--- src/rtl/twi_mem_slave.sv ---
module twi_mem_slave #(
  parameter int AW = 13,
  parameter logic [3:0] DEV_TYPE = 4'b1010
) (
  input  logic          clk,
  input  logic          rst_n,
  input  logic          scl_i,
  input  logic          sda_i,
  input  logic [2:0]    strap_i,
  input  logic          wp_i,
  output logic          sda_oe,
  output logic [AW-1:0] mem_addr,
  output logic          mem_we,
  output logic [7:0]    mem_wdata,
  output logic          mem_re,
  input  logic [7:0]    mem_rdata
);
  localparam int HW = AW - 8;
  localparam logic [AW-1:0] ONE = 1;

  typedef enum logic [2:0] {S_IDLE, S_RX, S_ACK1, S_ACK2, S_TX, S_MACK} st_t;
  typedef enum logic [1:0] {K_DEV, K_AH, K_AL, K_DAT} kind_t;

  logic [1:0] scl_sy, sda_sy;
  logic scl_q, sda_q;
  st_t st;
  kind_t kind;
  logic [2:0] cnt;
  logic [6:0] sr, txsr;
  logic [7:0] txbuf;
  logic ackd, rdmode, mack_ok, re_q;
  logic [AW-1:0] latch;
  logic [HW-1:0] ahi;

  wire scl_s = scl_sy[1];
  wire sda_s = sda_sy[1];
  wire scl_rise = scl_s & ~scl_q;
  wire scl_fall = ~scl_s & scl_q;
  wire start_c = scl_s & scl_q & sda_q & ~sda_s;
  wire stop_c = scl_s & scl_q & ~sda_q & sda_s;
  wire [7:0] nb = {sr, sda_s};
  wire sel_hit = (nb[7:4] == DEV_TYPE) && (nb[3:1] == strap_i);
  wire prot = wp_i && (&latch[AW-1:AW-2]);

  always_ff @(posedge clk or negedge rst_n) begin
    if (!rst_n) begin
      scl_sy <= 2'b11;
      sda_sy <= 2'b11;
      scl_q <= 1'b1;
      sda_q <= 1'b1;
      st <= S_IDLE;
      kind <= K_DEV;
      cnt <= '0;
      sr <= '0;
      txsr <= '0;
      txbuf <= '0;
      ackd <= 1'b0;
      rdmode <= 1'b0;
      mack_ok <= 1'b0;
      re_q <= 1'b0;
      latch <= '0;
      ahi <= '0;
      sda_oe <= 1'b0;
      mem_addr <= '0;
      mem_we <= 1'b0;
      mem_wdata <= '0;
      mem_re <= 1'b0;
    end else begin
      scl_sy <= {scl_sy[0], scl_i};
      sda_sy <= {sda_sy[0], sda_i};
      scl_q <= scl_s;
      sda_q <= sda_s;
      mem_we <= 1'b0;
      mem_re <= 1'b0;
      re_q <= mem_re;
      if (re_q) txbuf <= mem_rdata;

      if (start_c) begin
        st <= S_RX;
        kind <= K_DEV;
        cnt <= '0;
        sda_oe <= 1'b0;
      end else if (stop_c) begin
        st <= S_IDLE;
        sda_oe <= 1'b0;
      end else begin
        case (st)
          S_RX: if (scl_rise) begin
            sr <= nb[6:0];
            cnt <= cnt + 3'd1;
            if (cnt == 3'd7) begin
              st <= S_ACK1;
              ackd <= 1'b1;
              rdmode <= 1'b0;
              case (kind)
                K_DEV: begin
                  ackd <= sel_hit;
                  rdmode <= nb[0];
                  kind <= K_AH;
                  if (sel_hit && nb[0]) begin
                    mem_re <= 1'b1;
                    mem_addr <= latch;
                  end
                end
                K_AH: begin
                  ahi <= nb[HW-1:0];
                  kind <= K_AL;
                end
                K_AL: begin
                  latch <= {ahi, nb};
                  kind <= K_DAT;
                end
                default: begin
                  if (prot) ackd <= 1'b0;
                  else begin
                    mem_we <= 1'b1;
                    mem_addr <= latch;
                    mem_wdata <= nb;
                    latch <= latch + ONE;
                  end
                end
              endcase
            end
          end
          S_ACK1: if (scl_fall) begin
            sda_oe <= ackd;
            st <= S_ACK2;
          end
          S_ACK2: if (scl_fall) begin
            cnt <= '0;
            if (!ackd) begin
              sda_oe <= 1'b0;
              st <= S_IDLE;
            end else if (rdmode) begin
              sda_oe <= ~txbuf[7];
              txsr <= txbuf[6:0];
              st <= S_TX;
            end else begin
              sda_oe <= 1'b0;
              st <= S_RX;
            end
          end
          S_TX: begin
            if (scl_rise && cnt == 3'd7) latch <= latch + ONE;
            if (scl_fall) begin
              cnt <= cnt + 3'd1;
              txsr <= {txsr[5:0], 1'b1};
              if (cnt == 3'd7) begin
                sda_oe <= 1'b0;
                mack_ok <= 1'b0;
                st <= S_MACK;
              end else begin
                sda_oe <= ~txsr[6];
              end
            end
          end
          S_MACK: begin
            if (scl_rise) begin
              if (!sda_s) begin
                mack_ok <= 1'b1;
                mem_re <= 1'b1;
                mem_addr <= latch;
              end else begin
                st <= S_IDLE;
              end
            end else if (scl_fall && mack_ok) begin
              sda_oe <= ~txbuf[7];
              txsr <= txbuf[6:0];
              cnt <= '0;
              st <= S_TX;
            end
          end
          default: ;
        endcase
      end
    end
  end
endmodule

--- config.mk ---
export PLATFORM = sky130hd
export DESIGN_NAME = twi_mem_slave
export DESIGN_NICKNAME = d
export VERILOG_FILES = /design/src/rtl/twi_mem_slave.sv
export SDC_FILE = /design/constraint.sdc
export NUM_CORES = 1
export LEC_CHECK = 0
export BUFFER_PORTS_ARGS = -buffer_cell sky130_fd_sc_hd__buf_2
export CORE_AREA = 2 2 85 87
export DETAILED_ROUTE_END_ITERATION = 8
export DIE_AREA = 0 0 87 89
export PLACE_DENSITY = 0.81
export SETUP_SLACK_MARGIN = 0.15
export SKIP_CTS_REPAIR_TIMING = 1
export SYNTH_ARGS = -nofsm -noshare
export SYNTH_HDL_FRONTEND = slang
export SYNTH_SLANG_ARGS = --single-unit
--- constraint.sdc ---
create_clock -name clk -period 4.7 [get_ports clk]
set_clock_uncertainty 0.05 [all_clocks]
set_input_delay 0.94 -clock clk [delete_from_list [all_inputs] [get_ports clk]]
set_output_delay 0.94 -clock clk [all_outputs]
set_load 0.02 [all_outputs]
==> run_results.csv, run 1 <==
group,metric,value,unit
cells_and_area,final_common_cell,"dfrtp_1",
logic_synthesis,synth_area_per_cell,11.34,um2
clocking,clk_latency,360,ps
setup_path,critPathArrivalTime,3140,ps
die,core.rowCount,30,
die,die_area,7743,um2
logic_synthesis,synth_area,4073,um2
sta,setup_viol,0,
detailed_routing,drcViolationCount,0,
pwr,power.density,346.6,nW/um2
clocking,cts.sinks,82,
detailed_routing,drt_pre_antenna_iters,5,
logic_synthesis,ys.warnings.count,0,
detailed_routing,avgRoutedWirePerCell,16.80,um
global_route,gr-total-overflow,0,
die,die-width,87,um
setup_path,crit_type,"register to register",
setup_path,critPathMaxFanout,18,
global_route,global_route.usage.met2,37.96,%
cells_and_area,syn2layout_area_growth,9.493,%
logic_synthesis,yosysUniqueCellTypes,57,
logic_synthesis,synth_edf_count,0,
sta,timing.fmax,343.4,MHz
pwr,seq_power_share,53.4,%
status,status,"finished, final reports clean",
placed_design,place_congestion,0.8800,
clocking,h-tree-depth,3,
pwr,intPower,1.064,mW
cells_and_area,antennaDiodeCount,0,
sta,worst_pin_slew,1030,ps
detailed_routing,vias,2976,
cells_and_area,layout.nets,420,
detailed_routing,antenna_left,0,
logic_synthesis,ys.flop_type,"dfrtp_1",
sta,rsz0062_at_grt,"false",
global_route,grt_util_all_layers,22.99,%
sta,slew_viol_final,0,
setup_path,critPathCaptureType,"register",
setup_path,worst-endpoint-required,4930,ps
setup_path,r2r_cells,5,
global_route,grt_most_used_layer,"met2",
global_route,use_met1,29.33,%
placed_design,hpwl,5645,um
global_route,grt_util_met3,3.878,%
global_route,grt_pass1_vias,2886,
sta,period_minus_slack,2912,ps
logic_synthesis,ys_seq_area_share,50.57,%
die,die_h,89,um
clocking,cts_tree,"done",
global_route,grt_max_degree,83,
cells_and_area,layoutNonFillerInstCount,479,
global_route,antenna_found_initial,0,
cells_and_area,drive_gt1_share,32.33,%
flow_run,timing.max_cap.violations,0,
logic_synthesis,synth_seq_cells,82,
sta,tns,0,ps
clocking,cts-root-buf,"clkbuf_8",
sta,fin_crit_sh,61.95,%
die,start_util,60.61,%
detailed_routing,drt-vias-per-instance,6.213,
sta,hold_ws,306.1,ps
die,io_pins,40,
min_path,holdPathStages,0,
placed_design,portBuffers,39,
pwr,switching_share,31.18,%
placed_design,dpl.cell_count,464,
clocking,cts_buffers,9,
clocking,path_clk_slew,80,ps
detailed_routing,drt_iter0_drc,206,
global_route,grt_pass1_wl,13740,um
cells_and_area,final_cell_mix,"dfrtp_1 (76), mux2_2 (56), buf_2 (38)",
setup_path,critPathLaunchType,"register",
pwr,worst_ir_drop_vdd,219.9,uV
logic_synthesis,synth_async_sr_flop_share,100.0,%
clocking,clockBufferDepth,2,
pwr,pwr-share-comb,18.5,%
logic_synthesis,syn_inst,359,
detailed_routing,wirelength,8047,um
pwr,cellLeakagePower,2.173,nW
die,coreArea,6719,um2
logic_synthesis,syn_nets,384,
sta,hold_violations,0,
pwr,clkPwrFrac,28.1,%
sta,slew_headroom,31.10,%
pwr,switchingPower,0.4820,mW
min_path,holdCritPathClass,"register to register",
==> power by group through the flow <==
stage / logic (mW) / clock network [mW] / registers, mW
final: 0.286 / 0.435 / 0.825
after global routing: 0.318 / 0.474 / 0.833
after CTS: 0.287 / 0.442 / 0.822
after detailed placement: 0.284 / 0 / 0.836
after global placement: 0.275 / 0 / 0.834
after floorplan: 0.243 / 0 / 0.796
==> sequential cells by signal, indices dropped and copies added, names as in the netlist, 3 cells and up <==
register and cells:
txsr 7, mem_wdata 8, mem_addr 13, ahi 5, st 3, txbuf 8
sr 7, cnt 3, latch 13
==> final timing paths <==
kind                                startpoint                  endpoint  slack, ps
min reg2reg                scl_sy[0]$_DFF_PN1_       scl_sy[1]$_DFF_PN1_        310
max                          st[2]$_DFFE_PN0P_      latch[0]$_DFFE_PN0P_       1790
min in group asynchronous                rst_n      txbuf[1]$_DFFE_PN0P_        690
max reg2reg                  st[2]$_DFFE_PN0P_      latch[0]$_DFFE_PN0P_       1790
max in group asynchronous                rst_n  mem_addr[12]$_DFFE_PN0P_       3240
min                        scl_sy[0]$_DFF_PN1_       scl_sy[1]$_DFF_PN1_        310
==> critical path, stage by stage, from the launching register on <==
cell	delay [ps]
dfrtp_1	680
nor3b_2	780
a31oi_1	100
nor2_1	820
o21ai_0	230
mux2i_1	180
==> Yosys cell counts (2+ instances only) <==
master      n  area, um2
a31o_2      4      35.03
nand3_1     9      45.04
o22ai_1     3      18.77
buf_2       8      40.04
mux2i_1     7      70.07
a2bb2oi_1   8      70.07
a32oi_1     3      26.28
mux2_2     56      630.6
nand2b_1    5      31.28
o21ai_0    14      70.07
a21oi_1    23      115.1
o21bai_1    2      15.01
nor2b_1     7      43.79
and2b_1     2      15.01
buf_4       2      15.01
clkbuf_1    4      15.01
dfrtp_1    76       1902
nor2_1     22      82.58
a31oi_1     5      31.28
a21o_1      2      15.01
nand4_1     3      18.77
inv_1      12      45.04
nand2_1    22      82.58
ha_1        9      112.6
nand3b_1    4      30.03
dfstp_2     6      157.7
nor3_1      7      35.03
nor3b_2     2      25.02
a21boi_0    2      15.01
xor2_1      3      26.28
==> cell families after synthesis <==
logic type / count (synthesis) / synth area share [%]
compound gates: 80 / 13.06
xor+xnor: 3 / 0.6453
fa+ha+maj: 9 / 2.765
buf+inv: 27 / 2.918
flops: 82 / 50.57
mux: 63 / 17.20
simple gates: 95 / 12.84
==> routing by layer <==
layer | part of all wire (%) | wire length (um) | vias up
met3 | 4.7 | 381 | 18
li1 | - | - | 1381
met5 | 0 | 0 | -
met1 | 43 | 3477 | 1488
met4 | 2.8 | 223 | 0
met2 | 49 | 3964 | 89
==> area by class of cell <==
| cell class | instances | area [um2] |
|---|---|---|
| clock buffer | 10 | 127.6 |
| clock inverter | 5 | 31.28 |
| fill | 505 | 2260 |
| inverter | 13 | 48.80 |
| multi-input combinational | 250 | 1894 |
| sequential | 82 | 2059 |
| tap | 80 | 100.1 |
| timing repair buffer | 39 | 197.7 |
==> per-stage QoR <==
step                      setup slack, ps  util (%)  cell area [um2]  total power, mW
after global routing                 1549     66.37             4459            1.625
after global placement               1742     64.00             4300            1.108
after CTS                            1819     66.37             4459            1.552
final                                1788     66.37             4459            1.546
after floorplan                      2283         -             4073            1.039
after detailed placement             1678     64.00             4300            1.120
Power figures use the tool's default switching activity.
==> run 2: changes to the inputs <==
ABC_AREA = 1   (was not set)
CORE_AREA = 2 2 93 95   (was 2 2 85 87)
DIE_AREA = 0 0 95 97   (was 0 0 87 89)
PLACE_DENSITY = 0.75   (was 0.81)
clock period = 2.59 ns   (was 4.7 ns; I/O delays follow)
==> run 2 against run 1 <==
Global-route usage fell by 2.1 points. Wire length rose by 11%. Synthesized cell count rose by 47%. Highest routed layer unchanged. Final area rose by 6.6%. Combinational power rose to 2.7 times the previous value. Power rose by 110%. Cell count rose by 42%. Die area rose by 19%. Register-to-register slack got worse by 1200 ps.
==> run_results.csv, run 2 <==
group,metric,value,unit
status,status,"finished, final reports clean",
setup_path,path_delay_family,"simple AND/OR/NAND/NOR gates",
flow_run,timing.max_cap.violations,0,
min_path,holdCritPathClass,"input port to register",
detailed_routing,top_layer_used,"met4",
setup_path,r2r-start,"sda_sy[1]$_DFF_PN1_",
detailed_routing,wirelength,8941,um
setup_path,critPathArrivalTime,2140,ps
logic_synthesis,ys.warnings.count,0,
die,die-width,95,um
logic_synthesis,synth_area_per_cell,8.170,um2
sta,setup_viol,0,
pwr,worst_ir_drop_vdd,265.2,uV
logic_synthesis,ys_top_cells_by_count,"nand2_1 (142), dfrtp_1 (76), inv_1 (44)",
setup_path,path_cells,"inv_2 -> nand3_4 -> nand2_4 -> clkinv_1 -> nand3_2 -> nor2_4 -> nand2_4 -> nand2_1 -> nand2_1",
clocking,clk_latency,340,ps
setup_path,worst-endpoint-required,2770,ps
sta,slew_headroom,42.65,%
clocking,h-tree-depth,3,
die,die_area,9215,um2
die,core.rowCount,33,
pwr,switching_share,34.51,%
cells_and_area,antennaDiodeCount,0,
cells_and_area,fin_util,58.42,%
setup_path,critPathLaunchType,"register",
placed_design,place_congestion,0.9492,
logic_synthesis,syn_inst,527,
global_route,grt_util_all_layers,20.91,%
clocking,cts_tree,"done",
die,die_h,97,um
logic_synthesis,synth_area,4305,um2
die,io_pins,40,
pwr,clkPwrFrac,27.1,%
logic_synthesis,ys_seq_area_share,47.83,%
sta,fin_crit_sh,75.61,%
detailed_routing,avgRoutedWirePerCell,13.19,um
setup_path,slowest_delay,640,ps
setup_path,r2r_cells,9,
placed_design,hpwl,6620,um
clocking,path_clk_slew,80,ps
placed_design,portBuffers,39,
sta,tns,0,ps
pwr,intPower,2.096,mW
global_route,gr-total-overflow,0,
sta,slew_viol_final,0,
cells_and_area,top_regs,"latch (13), mem_addr (13)",
logic_synthesis,synth_most_common_cell,"nand2_1",
setup_path,crit_type,"register to register",
detailed_routing,drt_iter0_drc,189,
logic_synthesis,synth_edf_count,0,
pwr,cellLeakagePower,2.488,nW
sta,period_minus_slack,1958,ps
cells_and_area,final_common_cell,"nand2_1",
setup_path,reg2reg_to,"mem_addr[3]$_DFFE_PN0P_",
clocking,cts_buffers,9,
logic_synthesis,synth_area_leaders,"dfrtp_1 (44%), nand2_1 (12%), nand3_1 (4.5%)",
pwr,seq_power_share,48.5,%
sta,worst_pin_slew,860.3,ps
setup_path,r2r_setup_slack,630,ps
clocking,cts.sinks,82,
global_route,antenna_found_initial,0,
logic_synthesis,ys.flop_type,"dfrtp_1",
logic_synthesis,syn_nets,552,
die,coreArea,8134,um2
cells_and_area,drive_gt1_share,22.34,%
detailed_routing,drcViolationCount,0,
detailed_routing,drt-met1-wl,4387,um
cells_and_area,layout.nets,593,
cells_and_area,final_cell_mix,"nand2_1 (142), dfrtp_1 (76), inv_1 (44)",
detailed_routing,drt_pre_antenna_iters,5,
sta,hold_violations,0,
detailed_routing,drt-vias-per-instance,5.142,
global_route,grt_pass1_wl,15280,um
setup_path,crit_end,"mem_addr[3]$_DFFE_PN0P_",
logic_synthesis,synth_seq_cells,82,
die,start_util,52.93,%
setup_path,critPathBufInv,2,
setup_path,critPathMaxFanout,14,
setup_path,critPathCaptureType,"register",
global_route,grt_pass1_vias,3293,
setup_path,cp-startpoint,"sda_sy[1]$_DFF_PN1_",
sta,timing.fmax,510.7,MHz
clocking,clockBufferDepth,2,
detailed_routing,dr_wl_met2,4063,um
sta,rsz0062_at_grt,"false",
clocking,cts-root-buf,"clkbuf_8",
pwr,pwr-share-comb,24.4,%
pwr,power.density,673.5,nW/um2
cells_and_area,syn2layout_area_growth,10.37,%
logic_synthesis,yosysUniqueCellTypes,38,
detailed_routing,antenna_left,0,
setup_path,cp_slowest_cell,"dfstp_2",
global_route,grt_max_degree,70,
detailed_routing,vias,3486,
sta,hold_ws,217.9,ps
logic_synthesis,synth_top_area_share,44.17,%
logic_synthesis,synth_async_sr_flop_share,100.0,%
detailed_routing,wl_met3,448,um
pwr,switchingPower,1.105,mW
setup_path,worst-path-stages,9,
logic_synthesis,yosys.area.top_type,"dfrtp_1",
## run 2: worst min-delay path by stage
| stage | slack (ps) | start | depth (start not counted) | endpoint |
|---|---|---|---|---|
| global placement | 300 | sda_sy[0]$_DFF_PN1_ | 0 | sda_sy[1]$_DFF_PN1_ |
| finish | 220 | sda_i | 1 | sda_sy[0]$_DFF_PN1_ |
| detailed placement | 300 | sda_sy[0]$_DFF_PN1_ | 0 | sda_sy[1]$_DFF_PN1_ |
| CTS | 200 | sda_i | 1 | sda_sy[0]$_DFF_PN1_ |
| floorplan | 170 | rst_n | 0 | ackd$_DFFE_PN0P_ |
| global route | 200 | sda_i | 1 | sda_sy[0]$_DFF_PN1_ |
## run 2: worst reg2reg max path, cell delays in order, from the launching register on
cell	delay [ps]
dfstp_2	640
inv_2	90
nand3_4	160
nand2_4	100
clkinv_1	80
nand3_2	90
nor2_4	290
nand2_4	200
nand2_1	110
nand2_1	50
## run 2: cells by family after synthesis
family / share of synthesized area [%]
DFF: 47.83
muxes: 0.2615
xor gates and xnor gates: 0.4069
and+or+nand+nor: 30.95
buffers and inverters: 7.672
adders and majority gates: 2.616
AOI/OAI and AO/OA: 10.26
## run 2: stage by stage
step / power (mW) / setup WS, ps / instance area, um2 / cells
after detailed placement: 2.359 / 637.3 / 4562 / 662
after global placement: 2.340 / 726.7 / 4562 / 662
after global routing: 3.423 / 507.5 / 4752 / 678
after floorplan: 2.157 / 897.0 / 4305 / 527
final: 3.201 / 631.8 / 4752 / 678
after CTS: 3.232 / 629.9 / 4752 / 678
## run 2: per-layer routing
| layer | up-vias | GRT usage, % |
|---|---|---|
| met3 | 2 | 4.283 |
| met1 | 1623 | 30.28 |
| met2 | 82 | 30.88 |
| met5 | - | 0 |
| li1 | 1779 | - |
| met4 | 0 | 7.804 |
## run 2: layout make-up
cell class / count / area, um2
Fill cell: 717 / 3382
Sequential cell: 82 / 2059
Multi-Input combinational cell: 371 / 1916
Inverter: 62 / 235.2
Timing Repair Buffer: 42 / 220.2
Clock buffer: 11 / 151.4
Tap cell: 105 / 131.4
Clock inverter: 5 / 38.79
## run 2: power groups by stage
stage	Clock (mW)	Sequential, mW	Combinational, mW
floorplan	0	1.56	0.601
global placement	0	1.57	0.769
detailed placement	0	1.58	0.783
CTS	0.895	1.55	0.786
global route	0.958	1.57	0.897
finish	0.867	1.55	0.781
==> run 3: changes to the inputs <==
clock period = 1.6 ns   (was 2.59 ns; I/O delays follow)
==> run 3 against run 2 <==
The flow now finishes with violations (setup timing). Critical path depth grew 2. Die area did not move. Hold slack got worse by 100 ps. Clock-buffer cell count is the same. Non-clock buffer count increased by 82. Global-route usage is 2.4 points higher. Critical endpoint is now mem_addr[5]$_DFFE_PN0P_.
==> run_results.csv, run 3 (synthesis gave the netlist of run 2 again) <==
group,metric,value,unit
status,status,"complete, but fails checks",
status,violations,"setup timing",
detailed_routing,drt_pre_antenna_iters,5,
flow_run,timing.max_cap.violations,0,
global_route,grt_most_used_layer,"met2",
pwr,switching_share,33.10,%
clocking,clk_latency,370,ps
cells_and_area,drive_gt1_share,42.10,%
global_route,antenna_found_initial,0,
setup_path,slowest_delay,570,ps
cells_and_area,design_area,6027,um2
die,core.rowCount,33,
sta,period_minus_slack,1718,ps
die,die_h,97,um
sta,slew_viol_final,0,
sta,hold_ws,113.3,ps
sta,rsz0062_at_grt,"true",
clocking,path_clk_slew,80,ps
detailed_routing,antenna_left,0,
setup_path,cp-startpoint,"sda_sy[1]$_DFF_PN1_",
clocking,cts_buffers,9,
global_route,grt_pass1_vias,3653,
die,start_util,52.93,%
min_path,holdCritPathClass,"input port to register",
setup_path,crit_type,"register to register",
global_route,grt_max_degree,34,
pwr,intPower,4.235,mW
detailed_routing,drcViolationCount,0,
pwr,seq_power_share,39.8,%
sta,worst_pin_slew,382.7,ps
pwr,switchingPower,2.095,mW
min_path,holdCritStartpoint,"mem_rdata[2]",
global_route,use_met1,33.37,%
sta,finalWorstSetupSlack,-118.0,ps
setup_path,cp_slowest_cell,"dfstp_2",
cells_and_area,fillers,552,
global_route,gr-total-overflow,0,
clocking,clockBufferDepth,2,
placed_design,placed_area,5005,um2
global_route,global_route.usage.met2,35.62,%
sta,setup_viol,44,
global_route,grt_util_all_layers,23.35,%
cells_and_area,final_cell_mix,"nand2_1 (118), dfrtp_1 (74), buf_4 (59)",
setup_path,worst-path-stages,11,
pwr,p_total,6.330,mW
sta,hold_violations,0,
pwr,worst_ir_drop_vdd,585.5,uV
setup_path,path_cells,"buf_6 -> inv_4 -> nand3_4 -> nand2_8 -> clkinv_4 -> nand3_4 -> nor2_4 -> buf_12 -> nand2_8 -> nand2_2 -> nand2_1",
placed_design,portBuffers,39,
die,die-width,95,um
cells_and_area,syn2layout_area_growth,39.99,%
detailed_routing,avgRoutedWirePerCell,15.44,um
die,coreArea,8134,um2
setup_path,path_delay_family,"simple AND/OR/NAND/NOR gates",
setup_path,critPathLaunchType,"register",
pwr,cellLeakagePower,3.029,nW
clocking,cts_tree,"done",
setup_path,critPathBufInv,4,
cells_and_area,antennaDiodeCount,0,
setup_path,worst-endpoint-required,1800,ps
detailed_routing,drt-vias-per-instance,5.358,
clocking,cts.sinks,82,
cells_and_area,final_common_cell,"nand2_1",
die,io_pins,40,
pwr,clkPwrFrac,28.7,%
placed_design,hpwl,7349,um
cells_and_area,top_regs,"latch (13), mem_addr (13)",
pwr,pwr-share-comb,31.5,%
setup_path,critPathMaxFanout,7,
setup_path,r2r-start,"sda_sy[1]$_DFF_PN1_",
setup_path,critPathArrivalTime,1920,ps
sta,fin_crit_sh,107.4,%
placed_design,place_congestion,0.9058,
cells_and_area,fin_util,74.10,%
clocking,h-tree-depth,3,
sta,slew_headroom,74.22,%
min_path,holdPathStages,3,
global_route,grt_pass1_wl,17070,um
global_route,grt_util_met3,4.128,%
setup_path,r2r_cells,11,
die,die_area,9215,um2
pwr,power.density,1050,nW/um2
detailed_routing,vias,4088,
cells_and_area,layout.nets,678,
setup_path,critPathCaptureType,"register",
clocking,cts-root-buf,"clkbuf_8",
detailed_routing,drt_iter0_drc,257,
detailed_routing,wirelength,11780,um
sta,timing.fmax,582.1,MHz
placed_design,dp_slack,-199.1,ps
## run 3: cell type report
type / count / area (um2) / share of cell area, %
Tap cell: 105 / 131.4 / 2.180
Clock buffer: 11 / 131.4 / 2.180
Timing Repair Buffer: 124 / 1017 / 16.88
Clock inverter: 5 / 102.6 / 1.702
Sequential cell: 82 / 2062 / 34.21
Inverter: 62 / 272.8 / 4.526
Timing Repair inverter: 1 / 6.256 / 0.1038
Multi-Input combinational cell: 373 / 2303 / 38.22
## run 3: through the flow
stage,instances,TNS (ps)
floorplan,527,-405.7
global placement,708,-2458
detailed placement,708,-3733
CTS,724,-4345
global route,763,-5891
finish,763,-2565
## run 3: path summary, 6_finish.rpt
path / to / slack (ps)
min: txbuf[2]$_DFFE_PN0P_ / 110
max in group asynchronous: sr[1]$_DFFE_PN0P_ / 630
min reg2reg: sda_sy[1]$_DFF_PN1_ / 310
max: mem_addr[5]$_DFFE_PN0P_ / -120
min in group asynchronous: mem_wdata[2]$_DFFE_PN0P_ / 350
max reg2reg: mem_addr[5]$_DFFE_PN0P_ / -120
## run 3: tightest hold or removal path, stage by stage
cell,delay [ps]
buf_2,70
nand2_1,40
o21ai_0,60
## run 3: power by group through the flow
stage	clock network [mW]	registers (mW)	logic, mW
2_1_floorplan	0	2.52	0.993
3_3_place_gp	0	2.53	1.48
3_5_place_dp	0	2.54	1.52
4_1_cts	1.83	2.50	1.53
5_1_grt	1.94	2.55	2.20
6_report	1.82	2.52	1.99
## run 3: routing by layer
layer  wire length, um  up-vias  part of all wire, %
li1                  -     1951                    -
met1              5174     2002                   44
met2              5891      113                   50
met3               461       22                  3.9
met4               252        0                  2.1
met5                 0        -                    0
